### config.mk
export PLATFORM = sky130hd
export DESIGN_NAME = ndiv_seq
export DESIGN_NICKNAME = d
export VERILOG_FILES = /design/src/rtl/ndiv_pkg.sv /design/src/rtl/ndiv_step.sv /design/src/rtl/ndiv_qacc.sv /design/src/rtl/ndiv_ctrl.sv /design/src/rtl/ndiv_seq.sv
export SDC_FILE = /design/constraint.sdc
export NUM_CORES = 1
export LEC_CHECK = 0
export BUFFER_PORTS_ARGS = -buffer_cell sky130_fd_sc_hd__buf_4
export CELL_PAD_IN_SITES_DETAIL_PLACEMENT = 0
export CELL_PAD_IN_SITES_GLOBAL_PLACEMENT = 1
export CORE_AREA = 5 5 195 197
export CTS_CLUSTER_SIZE = 28
export DETAILED_ROUTE_END_ITERATION = 7
export DIE_AREA = 0 0 200 202
export GPL_TIMING_DRIVEN = 0
export PLACE_DENSITY = 0.84
export SLEW_MARGIN = 20
export SYNTH_ARGS = -nofsm -noshare
export SYNTH_HDL_FRONTEND = slang
export SYNTH_SLANG_ARGS = --single-unit
### constraint.sdc
create_clock -name clk -period 7.1 [get_ports clk]
set_input_delay 0.355 -clock clk [delete_from_list [all_inputs] [get_ports clk]]
set_output_delay 0.355 -clock clk [all_outputs]
set_load 0.01 [all_outputs]
### src/rtl/ndiv_pkg.sv
package ndiv_pkg;
  typedef enum logic [1:0] {
    ST_IDLE = 2'd0,
    ST_STEP = 2'd1,
    ST_FIX  = 2'd2,
    ST_OUT  = 2'd3
  } ndiv_state_t;
endpackage

### src/rtl/ndiv_step.sv
// One non-restoring step: shift the next dividend bit into the partial
// remainder, then add or subtract the divisor as the status bit says.
module ndiv_step #(
  parameter int W = 32
) (
  input  logic [W+1:0] prem,
  input  logic         next_bit,
  input  logic [W-1:0] dvs,
  input  logic         sub,
  output logic [W+1:0] prem_nx,
  output logic         stat_nx
);
  logic [W+1:0] shifted;
  logic [W+1:0] dvs_ext;

  always_comb begin
    shifted = {prem[W:0], next_bit};
    dvs_ext = {2'b00, dvs};
    prem_nx = sub ? (shifted - dvs_ext) : (shifted + dvs_ext);
    // A borrow on subtract or no carry on add both leave a negative result.
    stat_nx = ~prem_nx[W+1];
  end
endmodule

### src/rtl/ndiv_qacc.sv
// Quotient accumulator kept in negated form: a subtract step counts down,
// an add step counts up, and the final add-back increments once.
module ndiv_qacc #(
  parameter int W = 32
) (
  input  logic         clk,
  input  logic         rst_n,
  input  logic         clr,
  input  logic         step_en,
  input  logic         fix_en,
  input  logic         sub,
  output logic [W-1:0] acc
);
  logic [W-1:0] acc_q, acc_d;

  always_comb begin
    acc_d = acc_q;
    if (clr)
      acc_d = '0;
    else if (step_en)
      acc_d = {acc_q[W-2:0], 1'b0} + (sub ? {W{1'b1}} : W'(1));
    else if (fix_en)
      acc_d = acc_q + W'(1);
  end

  always_ff @(posedge clk or negedge rst_n) begin
    if (!rst_n) acc_q <= '0;
    else        acc_q <= acc_d;
  end

  assign acc = acc_q;


  qacc_excl_chk: assert property (@(posedge clk) disable iff (!rst_n)
    !(step_en && fix_en));
endmodule

### src/rtl/ndiv_ctrl.sv
module ndiv_ctrl
  import ndiv_pkg::*;
#(
  parameter int W = 32
) (
  input  logic        clk,
  input  logic        rst_n,
  input  logic        start,
  input  logic        bad,
  output ndiv_state_t state,
  output logic        accept
);
  localparam int CW = $clog2(W);

  ndiv_state_t st_q, st_d;
  logic [CW-1:0] cnt_q, cnt_d;
  logic          last;

  assign accept = (st_q == ST_IDLE) && start;
  assign last   = (cnt_q == CW'(W - 1));

  always_comb begin
    st_d  = st_q;
    cnt_d = cnt_q;
    case (st_q)
      ST_IDLE: if (start) begin
        st_d  = bad ? ST_OUT : ST_STEP;
        cnt_d = '0;
      end
      ST_STEP: begin
        cnt_d = cnt_q + CW'(1);
        if (last) st_d = ST_FIX;
      end
      ST_FIX:  st_d = ST_OUT;
      default: st_d = ST_IDLE;
    endcase
  end

  always_ff @(posedge clk or negedge rst_n) begin
    if (!rst_n) begin
      st_q  <= ST_IDLE;
      cnt_q <= '0;
    end else begin
      st_q  <= st_d;
      cnt_q <= cnt_d;
    end
  end

  assign state = st_q;


  bad_skip_chk: assert property (@(posedge clk) disable iff (!rst_n)
    (accept && bad) |=> (st_q == ST_OUT));


  fix_entry_chk: assert property (@(posedge clk) disable iff (!rst_n)
    (st_q == ST_FIX) |-> $past(st_q == ST_STEP));
endmodule

### src/rtl/ndiv_seq.sv
module ndiv_seq
  import ndiv_pkg::*;
#(
  parameter int W = 32
) (
  input  logic           clk,
  input  logic           rst_n,
  input  logic           start,
  input  logic           rem_only,
  input  logic [2*W-1:0] dividend,
  input  logic [W-1:0]   divisor,
  output logic           done,
  output logic           overflow,
  output logic [W-1:0]   quotient,
  output logic [W-1:0]   remainder
);
  localparam int PW = W + 2;

  logic [1:0] rsync;
  logic       rst_s;

  always_ff @(posedge clk or negedge rst_n) begin
    if (!rst_n) rsync <= 2'b00;
    else        rsync <= {rsync[0], 1'b1};
  end
  assign rst_s = rsync[1];

  ndiv_state_t state;
  logic accept, bad;
  logic [PW-1:0] prem_q, prem_d, step_rem;
  logic [W-1:0]  lo_q, lo_d, dvs_q, dvs_d, acc;
  logic stat_q, stat_d, step_stat, mode_q, mode_d, bad_q, bad_d;
  logic done_d, ovf_d;
  logic [W-1:0] quo_d, rem_d;

  assign bad = (divisor == '0) || (dividend[2*W-1:W] >= divisor);

  ndiv_ctrl #(.W(W)) u_ctrl (
    .clk(clk), .rst_n(rst_s), .start(start), .bad(bad),
    .state(state), .accept(accept)
  );

  ndiv_step #(.W(W)) u_step (
    .prem(prem_q), .next_bit(lo_q[W-1]), .dvs(dvs_q), .sub(stat_q),
    .prem_nx(step_rem), .stat_nx(step_stat)
  );

  ndiv_qacc #(.W(W)) u_qacc (
    .clk(clk), .rst_n(rst_s), .clr(accept),
    .step_en((state == ST_STEP) && !mode_q),
    .fix_en((state == ST_FIX) && !stat_q && !mode_q),
    .sub(stat_q), .acc(acc)
  );

  always_comb begin
    prem_d = prem_q;
    lo_d   = lo_q;
    dvs_d  = dvs_q;
    stat_d = stat_q;
    mode_d = mode_q;
    bad_d  = bad_q;
    if (accept) begin
      prem_d = {2'b00, dividend[2*W-1:W]};
      lo_d   = dividend[W-1:0];
      dvs_d  = divisor;
      stat_d = 1'b1;
      mode_d = rem_only;
      bad_d  = bad;
    end else begin
      case (state)
        ST_STEP: begin
          prem_d = step_rem;
          lo_d   = {lo_q[W-2:0], 1'b0};
          stat_d = step_stat;
        end
        ST_FIX: if (!stat_q) prem_d = prem_q + {2'b00, dvs_q};
        default: ;
      endcase
    end
  end

  always_comb begin
    done_d = (state == ST_OUT);
    ovf_d  = overflow;
    quo_d  = quotient;
    rem_d  = remainder;
    if (state == ST_OUT) begin
      ovf_d = bad_q;
      quo_d = (bad_q || mode_q) ? '0 : ('0 - acc);
      rem_d = bad_q ? '0 : prem_q[W-1:0];
    end
  end

  always_ff @(posedge clk or negedge rst_s) begin
    if (!rst_s) begin
      prem_q    <= '0;
      lo_q      <= '0;
      dvs_q     <= '0;
      stat_q    <= 1'b0;
      mode_q    <= 1'b0;
      bad_q     <= 1'b0;
      done      <= 1'b0;
      overflow  <= 1'b0;
      quotient  <= '0;
      remainder <= '0;
    end else begin
      prem_q    <= prem_d;
      lo_q      <= lo_d;
      dvs_q     <= dvs_d;
      stat_q    <= stat_d;
      mode_q    <= mode_d;
      bad_q     <= bad_d;
      done      <= done_d;
      overflow  <= ovf_d;
      quotient  <= quo_d;
      remainder <= rem_d;
    end
  end


  step_range_chk: assert property (@(posedge clk) disable iff (!rst_s)
    (state == ST_STEP) |=> (($signed(prem_q) < $signed({2'b00, dvs_q})) &&
                            ($signed(prem_q) >= -$signed({2'b00, dvs_q}))));


  final_rem_chk: assert property (@(posedge clk) disable iff (!rst_s)
    (state == ST_OUT) |-> (bad_q || (!prem_q[PW-1] && (prem_q < {2'b00, dvs_q}))));


  done_pulse_chk: assert property (@(posedge clk) disable iff (!rst_s)
    done |=> !done);


  ovf_zero_chk: assert property (@(posedge clk) disable iff (!rst_s)
    (done && overflow) |-> (quotient == '0 && remainder == '0));


  rem_mode_chk: assert property (@(posedge clk) disable iff (!rst_s)
    (done && mode_q) |-> (quotient == '0));


  busy_hold_chk: assert property (@(posedge clk) disable iff (!rst_s)
    (state != ST_IDLE) |=> $stable(dvs_q));
endmodule

==> metrics.md <==
| Metric | Value |
|---|---|
| Via-per-instance ratio | 5.90 |
| # setup viols final | 0 |
| Core area | 36,100 µm² |
| WL final | 56.2 mm |
| FP Rows | 70 |
| Die X | 200 µm |
| CTS Buf Count | 26 |
| HPWL Detailed | 43.2 mm |
| Ys Warns | 0 |
| Fmax | 183 MHz |
| Least-Margin Pin Slew | 0.955 ns |
| Die ar. | 40,400 µm² |
| Yosys reg bits | 207 |
| Post-CTS Setup Bufs | 0 |
| Post-synthesis async set-or-reset flop share | 100% |
| Worst-skew pair later-pin latency | 0.55 ns |
| Final min period | 5.46 ns |
| Slowest CP cell | dfrtp_2 |
| Top Usage Layer GRT | met1 |
| CTS root buf | clkbuf_16 |
| Initial Util | 45.3% |
| Most numerous cell in the Yosys netlist | o21ai_0 |
| Post-route clock period utilization | 76.9% |
| Critical path cell sequence | clkbuf_1, clkbuf_1, mux2i_1, ha_1, nand2b_1, a21oi_1, o41a_1, a211o_1, a31oi_4, o21a_4, nand2_1, a32oi_1, mux4_2, nand4_1 |
| Synth top area share | 31.7% |
| Total of max-cap violations | 0 |
| CP delay by family, top | compound AO/OA/AOI/OAI gates |
| Slew Limit Fails | 0 |
| CTS resizes | 0 |
| Met1 Usage GRT | 40.5% |
| CTS Sinks | 207 |
| Met3 Usage GRT | 3.52% |
| Setup TNS | 0 ns |
| Post-DR wirelength/cell | 20.9 µm |
| HP Class | input port to register |
| Starting DRT DRC Count | 1,411 |
| Fraction of layout cells with a size suffix above 1 | 10.9% |
| Initial antenna violation count | 1 |
| Fin Hold WS | 0.0159 ns |
| Status | complete, no violations |
| RSZ-0062 raised after global routing | no |
| Post-synth top area cell | dfrtp_1 |
| Post-Synthesis Cells | 1,991 |
| Nets | 2,438 |
| DRC Markers | 0 |
| Critical path type | register to register |
| Final worst slack | 1.64 ns |
| Vias | 15.9k |
| Final Non-Filler Cells | 2,687 |
| Htree depth | 1 |
| Top_reg_cell synth | dfrtp_1 |
| Final ANT Viol Nets | 0 |
| Area contributors post-synth | dfrtp_1 32%, ha_1 10%, o21ai_0 6.9%, nand2_1 4.4%, a21oi_1 4.1% |
| Library cells used by synthesis | 79 |
| GRT Total Usage | 27.0% |
| Max Root-Sink Buffers | 3 |
| Most instantiated cells after synthesis | 225 x o21ai_0, 207 x dfrtp_1, 191 x nand2_1 |
| Crit-path max cell delay | 0.92 ns |
| Clk slew on worst S/H paths | 0.06 ns |
| Most used cell, CP | clkbuf_1 |
| Register area share after synthesis | 31.7% |
| Crit end category | register |
| Grt ovf | 0 |
| CTS tree | done |
| Num ports | 166 |
| Final hold viol count | 0 |
| Placed Cells | 2,628 |
| Met2 Use GR | 40.0% |
| Mean area per synthesized cell | 8.21 µm² |
| Critical Path AT | 5.94 ns |
| First-pass GRT wire length | 86.8 mm |
| Placer Congestion | 0.920 |
| Port bufs | 165 |
| Synthesized cell area | 16,400 µm² |
| Worst slew margin | 36.3% |
| CTS Hold Bufs | 10 |
| EDFF count, synth | 0 |
| Crit-path max FO | 36 |
| Startpoint types | register |
| DP Worst Slack | 1.79 ns |
| Worst Path Required | 7.58 ns |
| Largest net degree at the start of global routing | 48 |
| Syn-to-layout area delta | 18.3% |
| Number of global-route vias before repair | 15.3k |
| Die span in y | 202 µm |
| Sum of buffers and inverters on the critical path | 2 |
| Clk_skew | 0.0102 ns |
| Net Count, Synth | 2,231 |
| TritonRoute pass-1 iters | 6 |
==> cells by family (layout without fill, tap and decap cells) <==
group,Yosys count,count (layout),share of synthesized area (%)
AOI/OAI and AO/OA,635,635,24.3
xor gates and xnor gates,128,128,6.86
adders and majority gates,140,140,10.9
buffers and inverters,227,454,5.23
DFF,207,207,31.7
muxes,46,46,2.90
other,1,2,0.0229
and+or+nand+nor,607,607,18.2
==> layout make-up <==
type,instances,area [µm²]
timing repair buffer,179,1430
antenna,1,2.50
clock buffer,37,753
tap,468,586
clock inverter,11,213
fill,3487,16700
buffer,98,370
inverter,129,484
sequential,207,5180
multi-input combinational,1557,10300
==> per-layer routing <==
| metal | wire length [µm] | vias up |
|---|---|---|
| li1 | - | 7581 |
| met2 | 24000 | 591 |
| met4 | 2000 | 0 |
| met1 | 26000 | 7584 |
| met5 | 0 | - |
| met3 | 4240 | 109 |
==> cells in the final DEF, fill, tap and decap left out, types with 5 or more instances in the layout <==
master         instances
dfrtp_1              205
o221ai_1               5
o21a_1                15
bufinv_16              6
xnor2_1               70
dlygate4sd3_1         10
a21oi_1              135
or4_1                  6
o22ai_1               34
clkbuf_1              92
a211oi_1              22
o21bai_1               8
xor2_1                58
nand3_1               37
o21ai_0              225
a22oi_1               14
mux2i_1               44
clkbuf_16             27
and4_1                 7
a22o_1                 6
nand4_1               15
nor2_1               142
nand3b_1              39
or3_1                 15
inv_1                129
a31oi_1               27
o31ai_1                8
nand2b_1              24
ha_1                 137
nor3_1                41
buf_4                165
and2_1                 9
nor4_1                24
nor2b_1               11
o211ai_1              18
and3_1                30
nand2_1              191
buf_1                 10
o311ai_0               6
a21o_1                65
==> tightest hold or removal path: cells and delay by family <==
family / cells / cell delay, ns
buffers and inverters: 1 / 0.08
AOI/OAI and AO/OA: 1 / 0.06
and+or+nand+nor: 1 / 0.04
==> path summary, 6_finish.rpt <==
kind                                    start                       end  slack (ns)  cells after the start
max                        stat_q$_DFFE_PN0P_        stat_q$_DFFE_PN0P_        1.64                     14
min                              dividend[14]      lo_q[14]$_DFFE_PN0P_        0.02                      3
max reg2reg                stat_q$_DFFE_PN0P_        stat_q$_DFFE_PN0P_        1.64                     14
min reg2reg                rsync[1]$_DFF_PN0_      lo_q[29]$_DFFE_PN0P_        0.32                      0
max in group asynchronous  rsync[1]$_DFF_PN0_  quotient[17]$_DFFE_PN0P_        5.57                      3
min in group asynchronous               rst_n        rsync[1]$_DFF_PN0_        0.12                      2
==> per-stage QoR <==
stage                     instance area [µm²]  util (%)
final                                   19300      53.6
after global routing                    19300      53.6
after CTS                               19300      53.6
after detailed placement                18300      50.6
after global placement                  18200      50.4
after floorplan                         16400         -
==> sequential cells by signal, summed over array words and instances, names as in the netlist <==
register      cells
prem_q           33
dvs_q            32
lo_q             32
quotient         32
remainder        32
u_qacc.acc       32
u_ctrl.cnt_q      5
rsync             2
u_ctrl.state      2
bad_q             1
done              1
mode_q            1
overflow          1
stat_q            1
Power is not shown: default switching activity piles up to over one toggle a cycle in this logic, so the estimate is an artifact.
